## src/rtl/sce_pkg.sv

```systemverilog
// Package: shared types for the settling response capture engine.
// Assumes: nothing beyond the standard language.
package sce_pkg;

    // Control states of the test step sequencer.
    typedef enum logic [1:0] {
        ST_IDLE   = 2'd0,
        ST_APPLY  = 2'd1,
        ST_SETTLE = 2'd2,
        ST_SEND   = 2'd3
    } sce_state_e;

endpackage

```

## src/rtl/sce_resp_sync.sv

```systemverilog
// Module: sce_resp_sync
// Carries an asynchronous bus into the clock domain through a chain of
// STAGES flops per bit. Reset clears the whole chain.
// Assumes: STAGES >= 1; each bit is treated on its own, so a multi-bit
// change may straddle cycles, which the settle timer absorbs.
module sce_resp_sync #(
    parameter int WIDTH  = 32,
    parameter int STAGES = 2
) (
    input  logic             clk,
    input  logic             rst_n,
    input  logic [WIDTH-1:0] async_i,
    output logic [WIDTH-1:0] sync_o
);

    logic [WIDTH-1:0] chain_q [STAGES];

    // Shift the bus one flop further along the chain every cycle.
    always_ff @(posedge clk) begin
        if (!rst_n) begin
            for (int s = 0; s < STAGES; s++) begin
                chain_q[s] <= '0;
            end
        end else begin
            chain_q[0] <= async_i;
            for (int s = 1; s < STAGES; s++) begin
                chain_q[s] <= chain_q[s-1];
            end
        end
    end

    // The last flop of the chain is the synchronised view.
    always_comb sync_o = chain_q[STAGES-1];

endmodule

```

## src/rtl/sce_settle_timer.sv

```systemverilog
// Module: sce_settle_timer
// Counts consecutive cycles in which the synchronised response has not
// changed. Any change, or a clear, restarts the count at zero. settled_o
// marks the cycle that completes a quiet window of min_wait_i cycles,
// where a programmed 0 counts as 1.
// Assumes: sample_i is already synchronous; run_i is high only while the
// caller is waiting for the window.
module sce_settle_timer #(
    parameter int RESP_W = 32,
    parameter int WAIT_W = 16
) (
    input  logic              clk,
    input  logic              rst_n,
    input  logic              clear_i,
    input  logic              run_i,
    input  logic [RESP_W-1:0] sample_i,
    input  logic [WAIT_W-1:0] min_wait_i,
    output logic              settled_o
);

    localparam int CW = WAIT_W + 1;

    logic [RESP_W-1:0] prev_q;
    logic [WAIT_W-1:0] quiet_q;
    logic              changed;
    logic [CW-1:0]     window;
    logic [CW-1:0]     quiet_next;

    // Detect any bit difference against last cycle's sample.
    always_comb changed = (sample_i != prev_q);

    // Effective window length with zero promoted to one.
    always_comb begin
        if (min_wait_i == '0) begin
            window = CW'(1);
        end else begin
            window = {1'b0, min_wait_i};
        end
    end

    // Quiet count including the current cycle.
    always_comb quiet_next = {1'b0, quiet_q} + CW'(1);

    // Window complete when this cycle is quiet and enough preceded it.
    always_comb settled_o = run_i && !changed && (quiet_next >= window);

    // Remember the previous sample for change detection.
    always_ff @(posedge clk) begin
        if (!rst_n) begin
            prev_q <= '0;
        end else begin
            prev_q <= sample_i;
        end
    end

    // Quiet-cycle counter: restarts on change or clear, saturates at top.
    always_ff @(posedge clk) begin
        if (!rst_n) begin
            quiet_q <= '0;
        end else if (clear_i || changed) begin
            quiet_q <= '0;
        end else if (run_i && (quiet_q != '1)) begin
            quiet_q <= quiet_q + WAIT_W'(1);
        end
    end


    change_restart_chk: assert property (@(posedge clk) disable iff (!rst_n)
        changed |=> (quiet_q == '0))
        else $error("quiet count not restarted after a response change");


    quiet_step_chk: assert property (@(posedge clk) disable iff (!rst_n)
        (run_i && !clear_i && !changed && (quiet_q != '1)) |=> (quiet_q == $past(quiet_q) + WAIT_W'(1)))
        else $error("quiet count did not advance on a quiet cycle");

endmodule

```

## src/rtl/sce_byte_tx.sv

```systemverilog
// Module: sce_byte_tx
// Holds a captured word and offers it byte by byte, lowest byte first,
// on a valid/ready link. done_o pulses in the cycle of the final handshake.
// Assumes: DATA_W is a multiple of BYTE_W; load_i only arrives while idle.
module sce_byte_tx #(
    parameter int DATA_W = 32,
    parameter int BYTE_W = 8
) (
    input  logic              clk,
    input  logic              rst_n,
    input  logic              load_i,
    input  logic [DATA_W-1:0] data_i,
    output logic [BYTE_W-1:0] tx_data_o,
    output logic              tx_valid_o,
    input  logic              tx_ready_i,
    output logic              done_o
);

    localparam int NBYTES = DATA_W / BYTE_W;
    localparam int IW     = (NBYTES > 1) ? $clog2(NBYTES) : 1;

    logic [DATA_W-1:0] shift_q;
    logic [IW-1:0]     idx_q;
    logic              busy_q;
    logic              last;
    logic              accept;

    // Final byte of the word is on offer.
    always_comb last = (idx_q == IW'(NBYTES - 1));

    // Handshake completes this cycle.
    always_comb accept = busy_q && tx_ready_i;

    // Offered byte is always the low end of the shift register.
    always_comb begin
        tx_data_o  = shift_q[BYTE_W-1:0];
        tx_valid_o = busy_q;
        done_o     = accept && last;
    end

    // Load a word, then shift one byte out per handshake.
    always_ff @(posedge clk) begin
        if (!rst_n) begin
            shift_q <= '0;
            idx_q   <= '0;
            busy_q  <= 1'b0;
        end else if (load_i) begin
            shift_q <= data_i;
            idx_q   <= '0;
            busy_q  <= 1'b1;
        end else if (accept) begin
            shift_q <= shift_q >> BYTE_W;
            idx_q   <= idx_q + IW'(1);
            if (last) begin
                busy_q <= 1'b0;
            end
        end
    end


    offer_hold_chk: assert property (@(posedge clk) disable iff (!rst_n)
        (tx_valid_o && !tx_ready_i) |=> (tx_valid_o && $stable(tx_data_o)))
        else $error("offered byte withdrawn or changed without handshake");


    load_when_free_chk: assert property (@(posedge clk) disable iff (!rst_n)
        load_i |-> !tx_valid_o)
        else $error("new word loaded while a word is still being sent");

endmodule

```

## src/rtl/settle_capture_engine.sv

```systemverilog
// Module: settle_capture_engine (top)
// One functional test step: apply a stimulus, wait for the response to be
// quiet for a programmed number of cycles, capture it, send it as bytes,
// then go idle. The stimulus stays applied until the next start.
// Assumes: resp_i is asynchronous; tx link follows valid/ready rules;
// RESP_W is a multiple of BYTE_W.
module settle_capture_engine #(
    parameter int STIM_W      = 32,
    parameter int RESP_W      = 32,
    parameter int WAIT_W      = 16,
    parameter int BYTE_W      = 8,
    parameter int SYNC_STAGES = 2
) (
    input  logic              clk,
    input  logic              rst_n,
    input  logic              start_i,
    input  logic [STIM_W-1:0] stim_i,
    input  logic [WAIT_W-1:0] min_wait_i,
    input  logic [RESP_W-1:0] resp_i,
    output logic [STIM_W-1:0] drv_o,
    output logic [BYTE_W-1:0] tx_data_o,
    output logic              tx_valid_o,
    input  logic              tx_ready_i,
    output logic              ready_o
);

    import sce_pkg::*;

    sce_state_e        state_q;
    sce_state_e        state_d;
    logic [STIM_W-1:0] drv_q;
    logic [RESP_W-1:0] resp_sync;
    logic              settled;
    logic              tx_done;
    logic              capture;
    logic              accept_start;

    // Bring the response into the clock domain.
    sce_resp_sync #(
        .WIDTH  (RESP_W),
        .STAGES (SYNC_STAGES)
    ) u_sync (
        .clk     (clk),
        .rst_n   (rst_n),
        .async_i (resp_i),
        .sync_o  (resp_sync)
    );

    // Measure the quiet window on the synchronised response.
    sce_settle_timer #(
        .RESP_W (RESP_W),
        .WAIT_W (WAIT_W)
    ) u_timer (
        .clk        (clk),
        .rst_n      (rst_n),
        .clear_i    (state_q == ST_APPLY),
        .run_i      (state_q == ST_SETTLE),
        .sample_i   (resp_sync),
        .min_wait_i (min_wait_i),
        .settled_o  (settled)
    );

    // Capture happens in the cycle the window completes.
    always_comb capture = (state_q == ST_SETTLE) && settled;

    // Serialise the captured response onto the byte link.
    sce_byte_tx #(
        .DATA_W (RESP_W),
        .BYTE_W (BYTE_W)
    ) u_tx (
        .clk        (clk),
        .rst_n      (rst_n),
        .load_i     (capture),
        .data_i     (resp_sync),
        .tx_data_o  (tx_data_o),
        .tx_valid_o (tx_valid_o),
        .tx_ready_i (tx_ready_i),
        .done_o     (tx_done)
    );

    // A start is honoured only from idle.
    always_comb accept_start = (state_q == ST_IDLE) && start_i;

    // Next-state selection for the step sequencer.
    always_comb begin
        state_d = state_q;
        unique case (state_q)
            ST_IDLE:   if (start_i) state_d = ST_APPLY;
            ST_APPLY:  state_d = ST_SETTLE;
            ST_SETTLE: if (settled) state_d = ST_SEND;
            ST_SEND:   if (tx_done) state_d = ST_IDLE;
            default:   state_d = ST_IDLE;
        endcase
    end

    // Sequencer state register.
    always_ff @(posedge clk) begin
        if (!rst_n) begin
            state_q <= ST_IDLE;
        end else begin
            state_q <= state_d;
        end
    end

    // Stimulus register: loaded at start, held for the whole step and after.
    always_ff @(posedge clk) begin
        if (!rst_n) begin
            drv_q <= '0;
        end else if (accept_start) begin
            drv_q <= stim_i;
        end
    end

    // Drive outputs from registers.
    always_comb begin
        drv_o   = drv_q;
        ready_o = (state_q == ST_IDLE);
    end


    drive_hold_chk: assert property (@(posedge clk) disable iff (!rst_n)
        !ready_o |=> $stable(drv_o))
        else $error("stimulus changed during a busy step");


    idle_not_sending_chk: assert property (@(posedge clk) disable iff (!rst_n)
        tx_valid_o |-> !ready_o)
        else $error("engine idle while a byte is still offered");


    idle_after_last_chk: assert property (@(posedge clk) disable iff (!rst_n)
        tx_done |=> ready_o)
        else $error("engine did not return to idle after the last byte");


    start_leaves_idle_chk: assert property (@(posedge clk) disable iff (!rst_n)
        (ready_o && start_i) |=> !ready_o)
        else $error("start in idle did not begin a step");

endmodule

```

## config.mk

```make
export PLATFORM = sky130hd
export DESIGN_NAME = settle_capture_engine
export DESIGN_NICKNAME = d
export VERILOG_FILES = /design/src/rtl/sce_pkg.sv /design/src/rtl/sce_resp_sync.sv /design/src/rtl/sce_settle_timer.sv /design/src/rtl/sce_byte_tx.sv /design/src/rtl/settle_capture_engine.sv
export SDC_FILE = /design/constraint.sdc
export NUM_CORES = 1
export LEC_CHECK = 0
export BUFFER_PORTS_ARGS = -buffer_cell sky130_fd_sc_hd__buf_4
export CAP_MARGIN = 5
export CORE_MARGIN = 2
export CORE_UTILIZATION = 40
export DETAILED_ROUTE_END_ITERATION = 7
export GPL_ROUTABILITY_DRIVEN = 0
export SYNTH_ARGS = -nofsm -noshare
export SYNTH_HDL_FRONTEND = slang
export SYNTH_HIERARCHICAL = 1
export SYNTH_SLANG_ARGS = --single-unit
```

## constraint.sdc

```tcl
create_clock -name clk -period 3.6 [get_ports clk]
set_input_delay 0.36 -clock clk [delete_from_list [all_inputs] [get_ports clk]]
set_output_delay 0.36 -clock clk [all_outputs]
set_load 0.05 [all_outputs]
```

== Word level (Yosys, flattened, before mapping) ==
Memories as Yosys holds them, arrays and structs flattened.
Index checks and enable logic that the tools add are counted.
Widths: inputs -> output; s select.

* Memory bits (writable): 64
* Bits in registers: 117
* Logic and storage cells: 55
* Memories: 1
* Output and inout port bits: 42

{| class="wikitable"
|+ Memories
! memory !! words !! width !! rd ports !! clocked after Yosys merged registers in !! write ports !! RTL line !! text
|-
| u_sync.chain_q || 2 || 32 || 2 || 0 || 2 || sce_resp_sync.sv:16 || <nowiki>logic [WIDTH-1:0] chain_q [STAGES];</nowiki>
|}

* Bitwise operators: 3
* Reductions and logical operators: 17
* Add/sub/neg operators: 3
* Equality and inequality tests: 9
* Magnitude comparators: 1
* Muxes and demuxes: 14

{| class="wikitable"
|+ Operator list
! kind !! number
|-
| $mux 32 || 4
|-
| $ne 32x32->1 || 1
|-
| $add 16x1->17 const B || 1
|-
| $ge 17x16->1 || 1
|-
| $add 16x1->16 const B || 1
|-
| $logic_not 16->1 || 1
|-
| $mux 16 || 1
|-
| $ne 16x16->1 const B || 1
|-
| $pmux 2 s4 || 1
|-
| $logic_and 1x1->1 || 7
|-
| $eq 2x2->1 const B || 3
|-
| $mux 2 || 3
|-
| $ne 2x2->1 const B || 3
|-
| $mux 1 || 5
|-
| $reduce_bool 2->1 || 2
|-
| $reduce_or 2->1 || 2
|-
| $reduce_and 3->1 || 1
|-
| $add 2x1->2 const B || 1
|-
| $eq 2x1->1 const B || 1
|-
| $logic_not 2->1 || 1
|-
| $or 1x1->1 || 2
|-
| $reduce_and 2->1 || 1
|-
| $logic_not 1->1 || 1
|-
| $logic_or 1x1->1 || 1
|-
| $not 1->1 || 1
|}

== Depth between registers and ports, before layout ==
Gate-level depths: netlist of the first run.
An unclocked memory read counts as a cell.

* Word-level depth: 8
* Gate-level depth with buffers: 18
* Depth with buffers taken out: 15

== Cells and area by module ==
Netlist of the first run, hierarchy kept.

{| class="wikitable"
|+ By module, submodules not included
! module !! cells an instance !! instances !! seq. area each (um2) !! area an instance (um2)
|-
| sce_settle_timer || 288 || 1 || 960.9 || 2620.0
|-
| sce_resp_sync || 166 || 1 || 1281.2 || 2031.9
|-
| sce_byte_tx || 165 || 1 || 700.7 || 1562.7
|-
| settle_capture_engine || 158 || 1 || 680.7 || 1365.1
|}

== Least setup slack after synthesis of the first run ==
Ideal clock, no wire load.

* Path kind: register to register
* Start: register u_timer.quiet_q[0]
* End: register u_tx.shift_q[10]
* Buffers on the path: 3
* Arrival: 3022 ps
* Cell stages (with the launch flop): 19
* Slack: 508 ps
* Path through: dfxtp_1 ha_1 nand3_1 nor2_1 nand2_1 xnor2_1 ha_1 a21o_1 a21o_1 a21oi_1 nor2_1 o311a_1 and2_1 buf_6 inv_4 buf_6 buf_6 o21ai_0 a21oi_1

* Longest elaborated chain between the ends: 5

{| class="wikitable"
|+ Ends and longest elaborated chain
! item !! RTL line !! text
|-
| from (decl) || sce_settle_timer.sv:24 || <nowiki>logic [WAIT_W-1:0] quiet_q;</nowiki>
|-
| from (signal assigned) || sce_settle_timer.sv:63 || <nowiki>quiet_q <= quiet_q + WAIT_W'(1);</nowiki>
|-
| $add 16x1->17 (*) || sce_settle_timer.sv:42 || <nowiki>always_comb quiet_next = {1'b0, quiet_q} + CW'(1);</nowiki>
|-
| named net u_timer.quiet_next[10] || sce_settle_timer.sv:27 || <nowiki>logic [CW-1:0] quiet_next;</nowiki>
|-
| $ge 17x16->1 (*) || sce_settle_timer.sv:45 || <nowiki>always_comb settled_o = run_i && !changed && (quiet_next >= window);</nowiki>
|-
| $logic_and 1x1->1 (*) || sce_settle_timer.sv:45 ||
|-
| named net settled || settle_capture_engine.sv:33 || <nowiki>logic settled;</nowiki>
|-
| $logic_and 1x1->1 (*) || settle_capture_engine.sv:64 || <nowiki>always_comb capture = (state_q == ST_SETTLE) && settled;</nowiki>
|-
| named net capture || settle_capture_engine.sv:35 || <nowiki>logic capture;</nowiki>
|-
| $mux 32 / $reduce_bool 2->1 (equally long branches) || - ||
|-
| to (signal assigned) || sce_byte_tx.sv:48 || <nowiki>shift_q <= data_i;</nowiki>
|-
| to (signal assigned) || sce_byte_tx.sv:52 || <nowiki>shift_q <= shift_q >> BYTE_W;</nowiki>
|-
| to (decl) || sce_byte_tx.sv:22 || <nowiki>logic [DATA_W-1:0] shift_q;</nowiki>
|}

The timed path passes the listed nets; every way through them passes the cells marked *.
A chain may end at the register's enable or synchronous reset.

== Worst setup path after layout of the first run ==
* Start: register u_timer.quiet_q[1]
* End: register u_tx.shift_q[6]

The elaborated chain is that of the path after synthesis.

==> summary.md, run 1 <==
Counting along the longest clock path gives a buffer depth of 2. The HPWL after detailed placement is 10.46 mm. The mean post-synth cell area is 9.755 µm², and the arrival time at the worst endpoint is 3640 ps. Dividing the detail-routed wire length by the instance count gives 13.60 µm. The tools report the cell area after placement as 8305 µm². For the latest clock arrival within the worst-skew pair, the log shows 430 ps. The post-route standard cell area excluding fillers came out at 8984 µm².

Entering global routing, the biggest net connects 61 pins. Synthesis produced 777 cells. Setup violations remaining at the end of the flow were counted as 0. The number of vias per cell after detailed routing came out at 4.665.

Yosys attributes the largest share of cell area to dfxtp_1 (48%), and2_2 (6.3%), nand2_1 (4.3%). The horizontal die dimension came out at 141.7 µm. The share of cells above drive strength 1 is 28.27%, and the top fanout value on the critical path is 57. The final number of hold-violating endpoints came out at 0. The total overflow reported by the global router came out at 0. The proportion of power drawn by flip-flops and latches is 44.3%. The top cell type by area accounts for 47.80% of the synthesized area. The share of the Yosys chip area taken by registers is 47.80%.

After layout, the minimum clock period comes to 3285 ps. STA puts the critical path data required time at 3960 ps. TritonCTS built the clock tree.

Synthesis instantiated 49 different standard cells from the library. The tree built by TritonCTS fans out to 181 sinks. Compared with the post-synthesis result, the final layout area differs by 18.52%. Setup repair after global routing left no endpoint under its margin. The count of buffers inserted at the top-level ports came out at 125. For the total via count after detailed routing, the log shows 5,118. The die boundary height was 141.7 µm.

The tools report the internal power as 0.003550 W. The number of buffers created by CTS is 17. At the end of the flow, the number of nets in the layout was 956. Clock-pin slew was measured on the worst setup and hold paths at 70 ps. The antenna diode instance count is 0, and the part of the power in combinational logic is 15.6%. In this run, the number of DRC markers left after iteration 0 of detailed routing was 253.

The synthesized flop and latch total was 181. The flow ran to the end, and the final reports show no timing, DRC or antenna violations. The post-synthesis cell area is 7580 µm², and the area of the die is 20,070 µm². The start-to-end type of the worst setup path was register to register.

The global-route wire length before repair was 23.84 mm. The tools report the clock group share of total power as 40.1%. The largest individual stage delay along the critical path comes from the cell dfxtp_1.

Counting the fill cells in the layout gives 1,812. After synthesis, the most frequently instantiated cells are dfxtp_1 (181), nand2_1 (86), and2_2 (64), buf_4 (41), xor2_1 (36). The H-tree depth is 4, and the boundary pin count is 126.

Total length of routed wires: 14.92 mm. The tools report the kind of end point of the critical path as a register. For this design the total switching power over the nets is 0.001380 W. The run gives 0 as the number of antenna violations at the first check in global routing. Of the available clock period, the critical path in the final layout requires 91.26%. Of all cell types, the one taking the most synthesized area is dfxtp_1. Synthesis produced a netlist with a net count of 883.

The tightest hold path in the finished design has a slack of 149.6 ps. For this run, the total global-route usage over all layers was measured as 15.09%. For this configuration, the core starts out at a cell density of 40.66%. The achievable frequency is 0.3044 GHz. The worst hold path belongs to the class input port to register. Counting flops with a built-in enable in the synthesized netlist gives 0.

The number of design rule violations left after detail routing is 0. For this run, the leading register cell type out of synthesis is dfxtp_1. The tools report the relative slew slack as 23.41%. The number of global-route vias before repair is 4,729. The logs give 0 for the total count of max-transition violations in the final report and 4.074 nW for the static leakage. The number of max-capacitance violations reported is 0, and the site row count is 50. Across the VDD grid, the largest voltage drop is 0.0003228 V. The worst setup path is launched from a register. The async set-reset flop share out of synthesis is 0%. Total negative slack for setup checks: 0 ps. Walking the worst path, the cells encountered are ha_2 -> nand3_1 -> nor2_2 -> nand2_1 -> xnor2_1 -> ha_1 -> a21o_1 -> a21o_1 -> a21oi_1 -> nor2_1 -> o311a_1 -> and2_1 -> inv_4 -> buf_16 -> o21ai_0 -> a21oi_1. Clock skew on the completed layout was measured at 10.96 ps.

The Yosys warning count is 6, and the residual antenna-violating net count after detailed routing is 0. At the pin with the least slew margin, the transition time is 1149 ps. Dividing total power by cell area gives a power density of 548.8 nW/µm². The tree is rooted in a clkbuf_16.

The first detailed-routing pass ran for 4 iterations. The switching share of power came out at 28.00%. In this design, the stage delay of the slowest critical-path cell is 380 ps. Among all cell types in the netlist, the one instantiated most often is dfxtp_1.

The core region is 18,640 µm².
what timing repair did:
item | CTS | global route
resized for setup | 0 | 8
buffers inserted | 0 | 1
hold buffers | 0 | 0
setup endpoints to repair | 0 | 33
final timing paths:
check	to	cells past startpoint	slack, ps	startpoint
max	u_tx/shift_q[6]$_SDFFE_PN0P_	16	310	u_timer/quiet_q[1]$_SDFFE_PP0P_
min reg2reg	u_sync/chain_q[0][62]$_SDFF_PN0_	1	440	u_sync/chain_q[0][30]$_SDFF_PN0_
max reg2reg	u_tx/shift_q[6]$_SDFFE_PN0P_	16	310	u_timer/quiet_q[1]$_SDFFE_PP0P_
min	u_sync/chain_q[0][16]$_SDFF_PN0_	2	150	resp_i[16]
routing by layer:
| metal | GRT usage, % | part of all wire (%) | up-vias |
|---|---|---|---|
| met3 | 4.219 | 4.9 | 26 |
| met4 | 6.526 | 2.4 | 0 |
| met2 | 22.07 | 43 | 114 |
| met5 | 0 | 0 | - |
| li1 | - | - | 2696 |
| met1 | 20.82 | 49 | 2282 |
sequential cells by signal (all words and copies together) (netlist names):
name	flops
u_tx/idx_q	2
u_sync/chain_q	64
u_timer/prev_q	32
u_timer/quiet_q	16
u_tx/tx_valid_o	1
state_q	2
drv_o	32
u_tx/shift_q	32
cells by family after synthesis:
logic type               share of synthesized area (%)
AND/OR/NAND/NOR                                  19.46
flip-flops                                       47.80
AO/OA/AOI/OAI                                    10.88
buffers and inverters                            8.551
XOR/XNOR                                         6.240
multiplexers                                     3.433
adder cells (fa/ha/maj)                          3.632
critical path, delay by kind of cell (launching register included):
| kind | cells | cell delay, ps |
|---|---|---|
| xor gates and xnor gates | 1 | 140 |
| DFF | 1 | 380 |
| AOI/OAI and AO/OA | 6 | 1100 |
| and+or+nand+nor | 5 | 730 |
| adders and majority gates | 2 | 550 |
| buffers and inverters | 2 | 290 |
stage by stage:
step                instances  total power, W  worst slack [ps]  util [%]
CTS                      1096        0.004996             226.5     47.97
global placement         1064        0.003005             330.9     44.55
global route             1097        0.005142             29.73     48.19
floorplan                 777        0.002781             508.3         -
detailed placement       1064        0.003009             236.6     44.55
finish                   1097        0.004930             314.6     48.19
cells in the final DEF, fill, tap and decap left out, drive strengths merged, types with 3 or more instances in the layout:
cell type	instances
nand2b	3
o2111ai	3
inv	29
o21ai	35
nand3	15
and3	5
nand2	87
nand4	9
ha	22
a21oi	37
or3	8
a21boi	40
and2	98
nor2	15
nor3	6
bufinv	3
o211ai	4
xnor2	18
mux2i	26
nor4	11
clkbuf	19
dfxtp	181
xor2	36
buf	132
a21o	3
cell type report:
| type | instances | area (µm²) | share of cell area (%) |
|---|---|---|---|
| sequential | 181 | 3625 | 40.35 |
| multi-input combinational | 496 | 3333 | 37.10 |
| timing repair buffer | 132 | 1011 | 11.25 |
| clock buffer | 19 | 452.9 | 5.042 |
| tap | 234 | 292.8 | 3.259 |
| clock inverter | 13 | 183.9 | 2.047 |
| inverter | 22 | 85.08 | 0.9471 |
power groups by stage:
stage / clock [W] / sequential (W) / combinational (W)
detailed placement: 0 / 0.00223 / 0.000781
floorplan: 0 / 0.00244 / 0.000340
finish: 0.00198 / 0.00218 / 0.000770
CTS: 0.00203 / 0.00218 / 0.000782
global placement: 0 / 0.00222 / 0.000780
global route: 0.00211 / 0.00220 / 0.000836
Power figures use the tool's default switching activity.
==> inputs of run 2 (changes only) <==
Settings changed: CORE_UTILIZATION 40 to 46, PLACE_DENSITY set to 0.67, SETUP_SLACK_MARGIN set to 0.15.
==> run 2 against run 1 <==
Against the previous run:
- cell count decreased by 1.6%
- critical path depth decreased by 1
- clock power decreased by 11%
- total power decreased by 4.3%
- cell area decreased by 0.61%
- flip-flop and latch count unchanged
- register-to-register slack improved by 40 ps
- critical path type unchanged
- largest power group unchanged
==> summary.md, run 2 (synthesis results as in run 1) <==
Net switching is 27.99% of the power. From synthesis to final layout, the design area changed by 17.79%. The flow ran to the end, and the final reports show no timing, DRC or antenna violations. Across the routed clock network, the largest skew measured is 7.398 ps. The total count of max-transition violations in the final report was 0; the die boundary height was 132.4 µm. The global-route wire length before repair was 24.08 mm; the number of sinks on the clock net was 181.

Detailed placement ended at an HPWL of 10.21 mm. In this run the static leakage power is 4.059 nW. The number of vias per cell after detailed routing works out to 4.796. Entering global routing, the biggest net connects 60 pins. Minimum period implied by the final worst setup slack: 3246 ps.

The logs give 0 for the residual antenna-violating net count after detailed routing and 5,175 for the total via count after detailed routing. Measured against its own limit, the worst slew margin works out to 22.58%. Leaving out fill and tap cells, the most frequent cell in the layout is dfxtp_1. The run gives 17 as the number of buffers created by CTS.

After routing, the total negative slack on setup checks comes to 0 ps. Dividing the final minimum period by the clock period gives 90.18%. Across every metal layer, demand over resource in global routing totals 17.00%. The library cells used most frequently in the layout, excluding fill and tap cells, are dfxtp_1 (177), buf_4 (131), nand2_1 (86). The worst setup path is captured at a register. Register containing the most flip-flops in the final layout: u_sync/chain_q. For the antenna diode instance count, the log shows 0. TritonCTS built the clock tree.

The logs give 0.003397 W for the internal power and 0 for the number of max-capacitance violations reported. The tools report the final number of hold-violating endpoints as 0. The root buffer cell chosen for the clock tree is clkbuf_16. The kind of start point of the critical path was a register.

The share of cells above drive strength 1 was 28.39%; the latest clock arrival within the worst-skew pair was 420 ps. The die is 132.4 µm wide. The core outline area was 16,000 µm²; the transition at the pin with the smallest max-transition slack was 1161 ps. The net count of the finished layout is 956.

Registers are responsible for 46.3% of the overall power. The run gives 0 as the number of design rule violations left after detail routing. The worst setup path is of the register to register kind. The clock group share of total power is 37.3%, and the starting density of the core is 47.37%.

The register with the most flip-flops in the layout has 64 of them. For this block, the initial DRC count from the detailed router was 341. The first TritonRoute pass finished after 4 iterations.

Power per standard cell area: 528.4 nW/µm². For the area of the die, the log shows 17,520 µm². Hold is met by 159.3 ps. The total overflow reported by the global router came out at 0. Of the total power, combinational logic draws 16.4%. For the highest ir drop seen on vdd, the log shows 0.0003673 V. The filler cells instantiated in the layout total 1,509. The top fanout value on the critical path was 29. The path class of the tightest hold or removal check is input port to register.

The initialized floorplan defines 46 standard-cell rows. The logs give 2 for the maximum root-to-sink buffer count and 0.001321 W for the switching power. After the flow finishes, the layout carries non-filler instances totaling 1,079. The final core utilization is 55.80%, and the achievable frequency is 0.3080 GHz. After clock tree synthesis, the clock-pin slew on the worst setup and hold paths is 70 ps. The logs give 0 for the number of antenna violations at the first check in global routing and 0 for the final count of negative-setup-slack endpoints. Arrival time at the worst endpoint: 3590 ps. The logs give 15.01 mm for the total length of routed wires and 4 for the H-tree depth. Pin placement for this block handled 126 I/O pins.

Setup repair after global routing left no endpoint under its margin. After detailed placement, the design holds a cell count of 1,045. The worst path required time is 3950 ps. After detailed routing, the average wire length per cell comes to 13.91 µm.

The count of buffers inserted at the top-level ports was 125; the number of global-route vias before repair was 4,948.
==> run 2: layer usage <==
| layer | global-route usage [%] | up-vias | routed length [µm] |
|---|---|---|---|
| li1 | - | 2694 | - |
| met1 | 23.27 | 2368 | 7512 |
| met2 | 26.19 | 102 | 6633 |
| met3 | 4.537 | 11 | 699 |
| met4 | 5.376 | 0 | 169 |
| met5 | 0 | - | 0 |
==> run 2: metrics by stage <==
stage | total power (W) | area, µm² | setup slack (ps)
4_1_cts | 0.004769 | 8828 | 158.0
6_report | 0.004718 | 8929 | 353.6
5_1_grt | 0.004918 | 8929 | 155.2
3_3_place_gp | 0.002998 | 8263 | 228.9
3_5_place_dp | 0.003008 | 8263 | 95.64
2_1_floorplan | 0.002781 | 7580 | 508.3
==> run 2: power by group through the flow <==
stage / Sequential, W / Combinational, W / Clock, W
2_1_floorplan: 0.00244 / 0.000340 / 0
3_3_place_gp: 0.00222 / 0.000774 / 0
3_5_place_dp: 0.00223 / 0.000779 / 0
4_1_cts: 0.00218 / 0.000782 / 0.00180
5_1_grt: 0.00220 / 0.000836 / 0.00189
6_report: 0.00218 / 0.000773 / 0.00176
==> run 2: repair_timing <==
action                                  in CTS  in global routing
pin swaps                                    0                  1
setup buffers                                0                  1
hold buffers                                 0                  0
resized for setup                            1                 22
cloned                                       0                  1
endpoints found under the setup margin      28                 34
==> run 2: final cells by class <==
class	instances	area, µm²	share of cell area [%]
tap	216	270.3	3.027
sequential	181	3628	40.64
clock inverter	8	91.34	1.023
timing repair buffer	131	983.4	11.01
multi-input combinational	496	3366	37.70
clock buffer	24	471.7	5.283
timing repair inverter	1	8.758	0.09809
inverter	22	108.9	1.219
==> run 2: worst paths after layout <==
kind	from	to	slack, ps	cells past startpoint
max reg2reg	u_timer/quiet_q[0]$_SDFFE_PP0P_	u_tx/shift_q[9]$_SDFFE_PN0P_	350	15
max	u_timer/quiet_q[0]$_SDFFE_PP0P_	u_tx/shift_q[9]$_SDFFE_PN0P_	350	15
min reg2reg	u_sync/chain_q[0][5]$_SDFF_PN0_	u_sync/chain_q[0][37]$_SDFF_PN0_	440	1
min	resp_i[8]	u_sync/chain_q[0][8]$_SDFF_PN0_	160	2
==> run 2: worst max-delay path, stage by stage, from the launching register on <==
cell and delay, ps:
dfxtp_2 370, ha_2 230, nand3_2 160, nor2_4 160, nand2_1 100, xnor2_1 200, ha_1 280, a21o_1 180
a21o_1 170, a21oi_1 130, nor2_1 50, o311a_1 350, and2_2 260, bufinv_16 260, o21ai_0 120, a21oi_1 160
